[src/rtl/pfs_pkg.sv]
package pfs_pkg;
    typedef enum logic {
        PF_HALF = 1'b0,
        PF_FULL = 1'b1
    } pf_mode_e;
endpackage

[src/rtl/pfs_phase.sv]
module pfs_phase #(
    parameter int LANES = 4,
    localparam int IW = $clog2(LANES)
) (
    input  logic          clk,
    input  logic          rst_n,
    input  logic          ld_i,
    input  logic          full_i,
    output logic          accept_o,
    output logic          upd_o,
    output logic [IW-1:0] sel_o,
    output logic          vld_o
);
    import pfs_pkg::*;

    localparam logic [IW-1:0] LAST_FULL = IW'(LANES - 1);
    localparam logic [IW-1:0] LAST_HALF = IW'(LANES / 2 - 1);

    typedef struct packed {
        logic          active;
        logic [IW-1:0] idx;
        pf_mode_e      mode;
    } phase_t;

    phase_t s_d, s_q;
    logic [IW-1:0] last;
    logic acc;

    always_comb begin
        s_d  = s_q;
        last = (s_q.mode == PF_FULL) ? LAST_FULL : LAST_HALF;
        acc  = ld_i && (!s_q.active || s_q.idx == last);
        if (acc) begin
            s_d.active = 1'b1;
            s_d.idx    = '0;
            s_d.mode   = full_i ? PF_FULL : PF_HALF;
        end else if (s_q.active) begin
            if (s_q.idx == last) s_d.active = 1'b0;
            else                 s_d.idx    = s_q.idx + 1'b1;
        end
    end

    always_ff @(posedge clk) begin
        if (!rst_n) s_q <= '{active: 1'b0, idx: '0, mode: PF_HALF};
        else        s_q <= s_d;
    end

    assign accept_o = acc;
    assign upd_o    = acc || (s_q.active && s_q.idx != last);
    assign sel_o    = s_d.idx;
    assign vld_o    = s_q.active;
endmodule

[src/rtl/pfs_bank.sv]
module pfs_bank #(
    parameter int N     = 8,
    parameter int LANES = 4
) (
    input  logic                      clk,
    input  logic                      rst_n,
    input  logic                      cap_i,
    input  logic [N*LANES-1:0]        word_i,
    output logic [LANES-1:0][N-1:0]   lane_o
);
    for (genvar g = 0; g < LANES; g++) begin : g_lane
        logic [N-1:0] lane_d, lane_q;
        always_comb begin
            lane_d = lane_q;
            if (cap_i) lane_d = word_i[g*N +: N];
        end
        always_ff @(posedge clk) begin
            if (!rst_n) lane_q <= '0;
            else        lane_q <= lane_d;
        end
        assign lane_o[g] = lane_q;
    end
endmodule

[src/rtl/pfs_beat.sv]
module pfs_beat #(
    parameter int N     = 8,
    parameter int LANES = 4,
    localparam int IW = $clog2(LANES)
) (
    input  logic                    clk,
    input  logic                    rst_n,
    input  logic                    upd_i,
    input  logic                    acc_i,
    input  logic [N-1:0]            first_i,
    input  logic [LANES-1:0][N-1:0] lane_i,
    input  logic [IW-1:0]           sel_i,
    output logic [N-1:0]            dq_o
);
    logic [N-1:0] beat_d, beat_q;

    always_comb begin
        beat_d = beat_q;
        if (upd_i) beat_d = acc_i ? first_i : lane_i[sel_i];
    end

    always_ff @(posedge clk) begin
        if (!rst_n) beat_q <= '0;
        else        beat_q <= beat_d;
    end

    assign dq_o = beat_q;
endmodule

[src/rtl/pfs_serializer.sv]
module pfs_serializer #(
    parameter int N     = 8,
    parameter int LANES = 4,
    localparam int IW = $clog2(LANES)
) (
    input  logic               clk,
    input  logic               rst_n,
    input  logic               ld_i,
    input  logic               full_i,
    input  logic [N*LANES-1:0] word_i,
    output logic [N-1:0]       dq_o,
    output logic               dq_vld_o
);
    logic acc, upd;
    logic [IW-1:0] sel;
    logic [LANES-1:0][N-1:0] lanes;

    pfs_phase #(.LANES(LANES)) u_phase (
        .clk(clk), .rst_n(rst_n), .ld_i(ld_i), .full_i(full_i),
        .accept_o(acc), .upd_o(upd), .sel_o(sel), .vld_o(dq_vld_o)
    );

    pfs_bank #(.N(N), .LANES(LANES)) u_bank (
        .clk(clk), .rst_n(rst_n), .cap_i(acc), .word_i(word_i), .lane_o(lanes)
    );

    pfs_beat #(.N(N), .LANES(LANES)) u_beat (
        .clk(clk), .rst_n(rst_n), .upd_i(upd), .acc_i(acc),
        .first_i(word_i[N-1:0]), .lane_i(lanes), .sel_i(sel), .dq_o(dq_o)
    );
endmodule

[config.mk]
export PLATFORM = sky130hd
export DESIGN_NAME = pfs_serializer
export DESIGN_NICKNAME = d
export VERILOG_FILES = /design/src/rtl/pfs_pkg.sv /design/src/rtl/pfs_phase.sv /design/src/rtl/pfs_bank.sv /design/src/rtl/pfs_beat.sv /design/src/rtl/pfs_serializer.sv
export SDC_FILE = /design/constraint.sdc
export NUM_CORES = 1
export LEC_CHECK = 0
export ABC_AREA = 1
export BUFFER_PORTS_ARGS = -buffer_cell sky130_fd_sc_hd__buf_2
export CAP_MARGIN = 40
export CELL_PAD_IN_SITES_DETAIL_PLACEMENT = 0
export CELL_PAD_IN_SITES_GLOBAL_PLACEMENT = 1
export CORE_MARGIN = 4
export CORE_UTILIZATION = 35
export CTS_CLUSTER_DIAMETER = 100
export DETAILED_ROUTE_END_ITERATION = 16
export PLACE_DENSITY_LB_ADDON = 0.1
export SYNTH_ARGS = -nofsm -noshare
export SYNTH_HDL_FRONTEND = slang
export SYNTH_HIERARCHICAL = 1
export SYNTH_SLANG_ARGS = --single-unit
[constraint.sdc]
create_clock -name clk -period 1.52 [get_ports clk]
set_input_delay 0.304 -clock clk [delete_from_list [all_inputs] [get_ports clk]]
set_output_delay 0.304 -clock clk [all_outputs]
set_load 0.1 [all_outputs]
==> results of run 1 <==
-- state kept, by name (all words and copies together) (netlist names) --
name,count
u_beat/dq_o,8
u_bank/g_lane.lane_q,32
u_phase/vld_o,1
u_phase/s_q,3
-- critical path, cell delays in order, from the launching register on --
cell      delay [ns]
dfxtp_4         0.37
inv_2           0.05
nand2_2         0.05
nand3_2         0.09
buf_6           0.13
a21oi_4         0.15
buf_12          0.18
buf_12          0.12
clkinv_8        0.07
nand3_2         0.09
a21oi_2         0.05
-- layout make-up --
| class | instances | area, um^2 |
|---|---|---|
| Timing Repair Buffer | 64 | 471.7 |
| Clock inverter | 1 | 5.005 |
| Sequential cell | 44 | 893.4 |
| Multi-Input combinational cell | 232 | 1126 |
| Clock buffer | 7 | 97.59 |
| Inverter | 44 | 200.2 |
| Tap cell | 77 | 96.34 |
| Fill cell | 700 | 3496 |
-- cells in the final DEF (no fill, tap or decap), types with 5 or more instances in the layout --
master,count
o21ai_0,9
buf_2,45
inv_1,37
nand3_1,6
nand2_1,96
nand2_2,12
dfxtp_1,40
a21oi_2,8
a21oi_1,10
nand3_2,21
clkbuf_8,5
nor2_1,66
buf_4,9
-- repair_timing --
action,CTS,global route
resized for setup,5,18
setup buffers,0,1
gates cloned,0,3
pin swaps,0,0
endpoints found under the setup margin,39,38
-- layer usage --
metal | track usage (%) | wire length [um] | up-vias
li1 | - | - | 1128
met3 | 3.594 | 319 | 6
met4 | 4.871 | 85 | 0
met2 | 22.57 | 2474 | 39
met1 | 19.91 | 2856 | 883
met5 | 0 | 0 | -
-- through the flow --
step           util, %  setup TNS [ns]  total power, mW  area, um^2
2_1_floorplan        -               0            1.886        2320
3_3_place_gp     41.58         -0.7550            2.053        2655
3_5_place_dp     41.58          -1.265            2.057        2655
4_1_cts          43.32               0            2.891        2766
5_1_grt          45.26         -0.1775            3.063        2890
6_report         45.26               0            2.908        2890
-- power groups by stage --
stage               Sequential (mW)  Clock [mW]  Combinational [mW]
finish                         1.32       0.835               0.758
global route                   1.33       0.897               0.838
CTS                            1.32       0.856               0.716
detailed placement             1.35           0               0.712
global placement               1.35           0               0.707
floorplan                      1.49           0               0.397
-- worst paths after layout --
| path | start | end | slack, ns | depth (start not counted) |
|---|---|---|---|---|
| worst max-delay path | u_phase/s_q[0] | u_beat/dq_o[4] | 0.06 | 10 |
| worst min-delay path | word_i[14] | u_bank/g_lane[1].lane_q[6] | 0.28 | 5 |
| worst max register to register | u_phase/s_q[0] | u_beat/dq_o[4] | 0.06 | 10 |
| worst min register to register | u_bank/g_lane[2].lane_q[1] | u_bank/g_lane[2].lane_q[1] | 0.47 | 2 |
-- synthesized netlist by cell type --
cell      instances  area (um^2)
nand2_1          98        367.9
clkinv_8          1        16.27
buf_12            1        20.02
inv_8             1        11.26
o21ai_0           9        45.04
nor3_2            1        10.01
buf_2             5        25.02
dfxtp_1          44        880.8
nor2_1           67        251.5
inv_4             1        6.260
inv_2             3        11.26
nand2_2          10        62.56
a21oi_2           9        78.83
o21ai_1           1        5.000
nand3_2          19        190.2
buf_6             9        101.4
a21oi_1          10        50.05
nand3_1           8        40.04
inv_1            38        142.6
-- logic make-up after synthesis --
group	Yosys count	synth area share, %
AND/OR/NAND/NOR	203	39.82
buffers and inverters	59	14.43
flip-flops	44	38.03
AO/OA/AOI/OAI	29	7.725
==> out/qor.txt, run 1 <==
CTS tree -> built
type of element capturing the critical path -> flip-flop
clock buffer depth -> 2
Yosys cell types -> 19
die width -> 89.35 um
Sw Pwr -> 0.9644 mW
Core Box Area -> 6386 um^2
Non-Filler Instances -> 469
CTS clk-pin slew, worst paths -> 0.09 ns
critical path required time -> 1.72 ns
setup slack after layout -> 0.06497 ns
clock sinks -> 44
kind of critical path -> reg2reg
Worst Tran Pin Value -> 0.4944 ns
CTS buffer count -> 5
Global Route Usage Sum -> 14.61%
synth warn -> 6
final setup fails -> 0
DR vias -> 2,056
vias in the first global route -> 1,874
first-pass GRT wire length -> 8.866 mm
power share of the combinational group -> 26.1%
Mapped Avg Cell Area -> 6.913 um^2
fmax -> 687.3 MHz
unrepaired setup endpoints after global routing -> yes
post-synthesis cell area -> 2316 um^2
cts hold-fix bufs -> 0
Clk pwr share -> 28.7%
Max Fanout on Critical Path -> 9
DR WL/cell -> 12.23 um
share of cells above drive strength 1 -> 32.14%
dpl hpwl -> 4.053 mm
outcome -> finished, final reports clean
Tcrit/Tclk final -> 95.73%
largest net degree at the start of global routing -> 32
IO Pins -> 45
drt total wl -> 5.735 mm
Layout Nets -> 427
startpoint types -> flip-flop
worst hold-check path type -> in2reg
WP data arrival -> 1.65 ns
Power Density -> 1006 nW/um^2
VDD IR max -> 423.9 uV
max_slew headroom -> 67.26%
fin. max-slew vios -> 0
Fin. Hold Viols -> 0
GPL Wtd Cong -> 0.8330
# rows -> 29
die area -> 7983 um^2
P_int -> 1.944 mW
clk_skew -> 0.01052 ns
Final min period -> 1.455 ns
via/cell ratio -> 4.384
Worst-Skew Late Latency -> 0.30 ns
GRT Residual Overflow -> 0
root buffer cell -> clkbuf_8
Post-Place Cells -> 457
Routed Antenna Nets -> 0
port bufs -> 44
H-Tree Depth -> 2
# Max-Cap Violations -> 0
drt pass-1 iters -> 4
P&R area growth vs syn -> 24.80%
initial core utilization -> 36.27%
Diodes inserted -> 0
Reg power frac -> 45.2%
post-synthesis cell count -> 335
Hold Slack -> 0.2839 ns
Residual DRC -> 0
switching share of power -> 33.16%
Die Y -> 89.35 um
DP Worst Slack -> -0.08159 ns
sequential element share of the synthesized area -> 38.03%
initial antenna violation count -> 0
Iter 0 DRT Violations -> 50
net count after synthesis -> 371
synthesized flop and latch total -> 44
Leakage Power -> 1.454 nW
(Power assumes the default switching activity.)
==> run 2: changes to the inputs <==
- CORE_ASPECT_RATIO: unset -> 1.1
==> out/qor.txt, run 2 (synthesis gave the netlist of run 1 again) <==
largest net degree at the start of global routing -> 29 (-9.4%)
most frequent cells in the layout -> nand2_1 (86), nor2_1 (67), buf_2 (43)
Largest delay share family, worst path -> buffers and inverters
Setup TNS -> 0 ns (unchanged)
Iter 0 DRT Violations -> 63 (+26%)
initial core utilization -> 36.73% (+0.46 points)
worst path buffer plus inverter count -> 4 (-1)
die area -> 7984 um^2 (about the same)
Hold Path Depth -> 5 (unchanged)
Fin. Hold Viols -> 0 (unchanged)
clock buffer depth -> 2 (unchanged)
fin. max-slew vios -> 0 (unchanged)
total power -> 2.825 mW (-2.9%)
H-Tree Depth -> 2 (unchanged)
Max stage delay on crit path -> 0.36 ns (about the same)
IO Pins -> 45 (unchanged)
Tcrit/Tclk final -> 97.32% (+1.6 points)
CTS tree -> built
clk_skew -> 0.006323 ns (-0.004201 ns)
Leakage Power -> 1.513 nW (+4.1%)
via/cell ratio -> 4.465 (+1.9%)
Core Box Area -> 6306 um^2 (-1.3%)
Most flops, register -> u_bank/g_lane.lane_q
Non-Filler Instances -> 471 (+0.43%)
Worst-Skew Late Latency -> 0.29 ns (about the same)
clock sinks -> 44 (unchanged)
share of cells above drive strength 1 -> 34.53% (+2.4 points)
CP max stage cell -> dfxtp_2
type of element capturing the critical path -> flip-flop
Final Instance Area -> 2962 um^2 (+2.5%)
Post-Place Cells -> 456 (-0.22%)
switching share of power -> 33.92% (+0.76 points)
# Max-Cap Violations -> 0 (unchanged)
Area after DPL -> 2644 um^2 (-0.42%)
drt pass-1 iters -> 4 (unchanged)
Power Density -> 953.8 nW/um^2 (-5.2%)
Routed Antenna Nets -> 0 (unchanged)
Max Fanout on Critical Path -> 9 (unchanged)
outcome -> finished, final reports clean
vias in the first global route -> 1,924 (+2.7%)
critical path required time -> 1.70 ns (-0.02 ns)
DR WL/cell -> 12.33 um (+0.81%)
CTS buffer count -> 5 (unchanged)
root buffer cell -> clkbuf_8
P&R area growth vs syn -> 27.88%
Layout Nets -> 427 (unchanged)
initial antenna violation count -> 0 (unchanged)
worst path cell trace -> inv_2, nand2_2, nand3_2, buf_4, a21oi_4, nor2_1, buf_6, inv_8, nand3_2, nand3_2, a21oi_2
unrepaired setup endpoints after global routing -> yes
CTS clk-pin slew, worst paths -> 0.08 ns (about the same)
Sw Pwr -> 0.9581 mW (-0.65%)
Final min period -> 1.479 ns (+0.02420 ns)
Residual DRC -> 0 (unchanged)
power share of the combinational group -> 28.8% (+2.7 points)
GPL Wtd Cong -> 0.7604 (-8.7%)
# rows -> 30 (+3.4%)
Diodes inserted -> 0 (unchanged)
startpoint types -> flip-flop
Reg power frac -> 46.8% (+1.6 points)
Die Y -> 93.32 um (+4.4%)
drt total wl -> 5.806 mm (+1.2%)
first-pass GRT wire length -> 9.218 mm (+4.0%)
VDD IR max -> 500.2 uV (+18%)
P_int -> 1.867 mW (-4.0%)
final setup fails -> 0 (unchanged)
DR vias -> 2,103 (+2.3%)
max_slew headroom -> 67.11% (-0.16 points)
GRT Residual Overflow -> 0 (unchanged)
fmax -> 676.0 MHz (-1.6%)
crit-path most repeated cell -> nand3_2
commonest non-fill, non-tap cell in the layout -> nand2_1
port bufs -> 44 (unchanged)
instance count on the critical path -> 11 (+1)
die width -> 85.56 um (-4.2%)
Global Route Usage Sum -> 14.41% (-0.20 points)
worst hold-check path type -> in2reg
number of flip-flops in the largest register -> 32 (unchanged)
Clk pwr share -> 24.4% (-4.3 points)
kind of critical path -> reg2reg
Worst Tran Pin Value -> 0.4968 ns (+0.002371 ns)
dpl hpwl -> 3.908 mm (-3.6%)
cts hold-fix bufs -> 0 (unchanged)
WP data arrival -> 1.66 ns (about the same)
R2R depth -> 11 (+1)
## run 2: cell count changes in the layout (fill, tap and decap cells not counted), sizes merged
cell | before | now
clkinv | 3 | 2
inv | 42 | 43
clkbuf | 9 | 8
## run 2: metrics by stage
step                hold slack [ns]  utilization [%]  setup WS, ns
detailed placement           0.4650            41.92      -0.03316
global route                 0.2985            46.96      -0.06850
CTS                          0.2843            43.81       0.01022
finish                       0.2924            46.96       0.04077
global placement             0.4638            41.92      -0.01887
floorplan                    0.4244                -       0.01648
## run 2: final timing paths
check,start,end,slack [ns]
setup reg to reg,u_phase/s_q[0],u_beat/dq_o[7],0.04
hold / removal,word_i[12],u_bank/g_lane[1].lane_q[4],0.29
hold reg to reg,u_bank/g_lane[2].lane_q[2],u_bank/g_lane[2].lane_q[2],0.48
setup / recovery,u_phase/s_q[0],u_beat/dq_o[7],0.04
## run 2: tightest hold or removal path: stages
cell and delay, ns:
buf_2 0.07, inv_1 0.03, nand2_1 0.04, nand2_1 0.04
nor2_1 0.07
## run 2: per-layer routing
metal  wire length (um)  global-route usage [%]  vias up
met5                  0                       0        -
met3                254                   3.348        5
li1                   -                       -     1127
met1               2804                   19.10      936
met4                 68                   3.958        0
met2               2679                   23.38       35
## run 2: power groups by stage
| stage | Combinational [mW] | Sequential (mW) | Clock [mW] |
|---|---|---|---|
| after floorplan | 0.397 | 1.49 | 0 |
| after global placement | 0.707 | 1.35 | 0 |
| after detailed placement | 0.711 | 1.35 | 0 |
| after CTS | 0.733 | 1.32 | 0.729 |
| after global routing | 0.889 | 1.34 | 0.771 |
| final | 0.812 | 1.32 | 0.690 |
## run 2: repair_timing
action | in CTS | in global routing
pin swaps | 0 | 13
setup buffers | 0 | 5
cloned | 1 | 2
hold endpoints to repair | 0 | 0
endpoints found under the setup margin | 20 | 32
gates resized for setup | 4 | 33
## run 2: final cells by class
class | instances | area [um^2]
fill | 686 | 3344
tap | 80 | 100.1
clock inverter | 1 | 5.005
timing repair buffer | 64 | 509.2
clock buffer | 6 | 72.57
multi-input combinational | 232 | 1184
inverter | 44 | 201.4
sequential | 44 | 889.6
==> run 3: changes to the inputs <==
- CELL_PAD_IN_SITES_GLOBAL_PLACEMENT: 1 -> 2
- CORE_UTILIZATION: 35 -> 28
- CTS_BUF_LIST: unset -> sky130_fd_sc_hd__clkbuf_2
==> out/qor.txt, run 3 (synthesis gave the netlist of run 1 again) <==
outcome -> finished, violations left
failing checks -> negative setup slack
# rows -> 34 (+13%)
# Max-Cap Violations -> 0 (unchanged)
kind of critical path -> reg2reg
max_slew headroom -> 75.81% (+8.7 points)
Sw Pwr -> 1.009 mW (+5.3%)
P_int -> 1.733 mW (-7.1%)
post-route core utilization -> 39.78% (-7.2 points)
R2R depth -> 9 (-2)
commonest non-fill, non-tap cell in the layout -> nand2_1
port bufs -> 44 (unchanged)
dpl hpwl -> 4.319 mm (+11%)
reg2reg end -> u_beat/dq_o[3]
number of flip-flops in the largest register -> 32 (unchanged)
CTS buffer count -> 5 (unchanged)
Area after DPL -> 2706 um^2 (+2.4%)
initial antenna violation count -> 0 (unchanged)
switching share of power -> 36.80% (+2.9 points)
total power -> 2.742 mW (-2.9%)
Reg power frac -> 48.1% (+1.3 points)
setup slack after layout -> -0.02780 ns (-0.06857 ns)
WP data arrival -> 1.90 ns (+0.24 ns)
share of cells above drive strength 1 -> 41.46% (+6.9 points)
Die Y -> 103.4 um (+11%)
Worst Tran Pin Value -> 0.3629 ns (-0.1339 ns)
Final Instance Area -> 3182 um^2 (+7.4%)
Hold Path Sink -> u_bank/g_lane[3].lane_q[0]
CTS tree -> built
fin. max-slew vios -> 0 (unchanged)
Global Route Usage Sum -> 13.47% (-0.94 points)
GRT Residual Overflow -> 0 (unchanged)
power share of the combinational group -> 33.0% (+4.2 points)
Iter 0 DRT Violations -> 72 (+14%)
Residual DRC -> 0 (unchanged)
initial core utilization -> 28.96% (-7.8 points)
GPL Wtd Cong -> 0.7553 (-0.67%)
drt total wl -> 6.541 mm (+13%)
H-Tree Depth -> 2 (unchanged)
first-pass GRT wire length -> 10.18 mm (+10%)
via/cell ratio -> 4.243 (-5.0%)
root buffer cell -> clkbuf_2
DP Worst Slack -> -0.06949 ns (-0.03633 ns)
clock buffer depth -> 2 (unchanged)
startpoint types -> flip-flop
Hold Slack -> 0.1386 ns (-0.1538 ns)
type of element capturing the critical path -> flip-flop
Core Box Area -> 7998 um^2 (+27%)
Final min period -> 1.548 ns (+0.06857 ns)
Max Fanout on Critical Path -> 7 (-2)
Setup TNS -> -0.08472 ns (-0.08472 ns)
die width -> 94.72 um (+11%)
DR vias -> 2,147 (+2.1%)
reg2reg start -> u_phase/s_q[2]
Most flops, register -> u_bank/g_lane.lane_q
clock sinks -> 44 (unchanged)
Non-Filler Instances -> 506 (+7.4%)
P&R area growth vs syn -> 37.39%
final setup fails -> 12 (+12)
Leakage Power -> 1.566 nW (+3.5%)
fmax -> 646.1 MHz (-4.4%)
Layout Nets -> 433 (+1.4%)
largest net degree at the start of global routing -> 22 (-24%)
Tcrit/Tclk final -> 101.8% (+4.5 points)
unrepaired setup endpoints after global routing -> yes
worst hold-check path type -> in2reg
Post-Place Cells -> 488 (+7.0%)
die area -> 9792 um^2 (+23%)
Clk pwr share -> 18.9% (-5.5 points)
Worst-Skew Late Latency -> 0.42 ns (+0.13 ns)
clk_skew -> 0.01671 ns (+0.01039 ns)
CTS clk-pin slew, worst paths -> 0.23 ns (+0.15 ns)
DR WL/cell -> 12.93 um (+4.9%)
drt pass-1 iters -> 6 (+2)
Power Density -> 861.9 nW/um^2 (-9.6%)
worst hold start -> word_i[24]
VDD IR max -> 271.9 uV (-46%)
R2R setup slack -> -0.03 ns (-0.07 ns)
Hold Path Depth -> 5 (unchanged)
most frequent cells in the layout -> nand2_1 (69), nor2_1 (63), dfxtp_1 (40)
Diodes inserted -> 0 (unchanged)
critical path required time -> 1.88 ns (+0.18 ns)
Routed Antenna Nets -> 0 (unchanged)
IO Pins -> 45 (unchanged)
vias in the first global route -> 2,012 (+4.6%)
Fin. Hold Viols -> 0 (unchanged)
## run 3: changes by cell type in the layout (fill, tap and decap cells not counted), moves of 3 or more
cell / before / now
nand3_4: 0 / 3
nand2_4: 5 / 9
nand3_2: 23 / 20
clkbuf_2: 0 / 7
nor2_1: 67 / 63
nand2_1: 86 / 69
buf_2: 43 / 35
nand2_2: 17 / 30
nor2_2: 0 / 3
buf_4: 8 / 20
clkbuf_8: 5 / 0
## run 3: worst max-delay path by stage
stage	end	from	slack, ns	depth (start not counted)
global route	u_beat/dq_o[3]	u_phase/s_q[0]	-0.09	9
CTS	u_beat/dq_o[3]	u_phase/s_q[0]	-0.07	9
floorplan	u_beat/dq_o[7]	u_phase/vld_o	0.02	9
global placement	u_beat/dq_o[5]	u_phase/s_q[2]	-0.03	9
finish	u_beat/dq_o[3]	u_phase/s_q[2]	-0.03	9
detailed placement	u_beat/dq_o[3]	u_phase/s_q[0]	-0.07	11
## run 3: timing repair
action | CTS | global route
pin swaps | 7 | 28
endpoints found under the setup margin | 39 | 40
hold buffers | 0 | 0
resized for setup | 26 | 58
gates cloned | 2 | 3
buffers inserted | 2 | 5
## run 3: layout make-up
cell class	count	area [um^2]
multi-input combinational	232	1287
clock buffer	7	35.03
tap	108	135.1
timing repair buffer	70	625.6
sequential	44	895.9
clock inverter	1	3.754
fill	900	4816
inverter	44	198.9
## run 3: per-layer routing
layer | up-vias | global-route usage (%) | share of wire [%]
li1 | 1140 | - | -
met1 | 964 | 19.09 | 47
met2 | 37 | 20.50 | 47
met3 | 6 | 2.750 | 4.8
met4 | 0 | 4.329 | 1.3
met5 | - | 0 | 0
## run 3: critical path, stage by stage (launching register included)
cell,delay [ns]
dfxtp_4,0.42
inv_2,0.04
nand2_2,0.05
nand3_2,0.09
buf_6,0.13
a21oi_4,0.21
buf_12,0.20
buf_12,0.14
a21oi_1,0.08
a21oi_2,0.14
## run 3: power groups by stage
| stage | Sequential, mW | Clock (mW) | Combinational [mW] |
|---|---|---|---|
| 5_1_grt | 1.33 | 0.578 | 0.989 |
| 2_1_floorplan | 1.49 | 0 | 0.397 |
| 3_3_place_gp | 1.35 | 0 | 0.728 |
| 3_5_place_dp | 1.34 | 0 | 0.729 |
| 4_1_cts | 1.32 | 0.539 | 0.808 |
| 6_report | 1.32 | 0.517 | 0.906 |
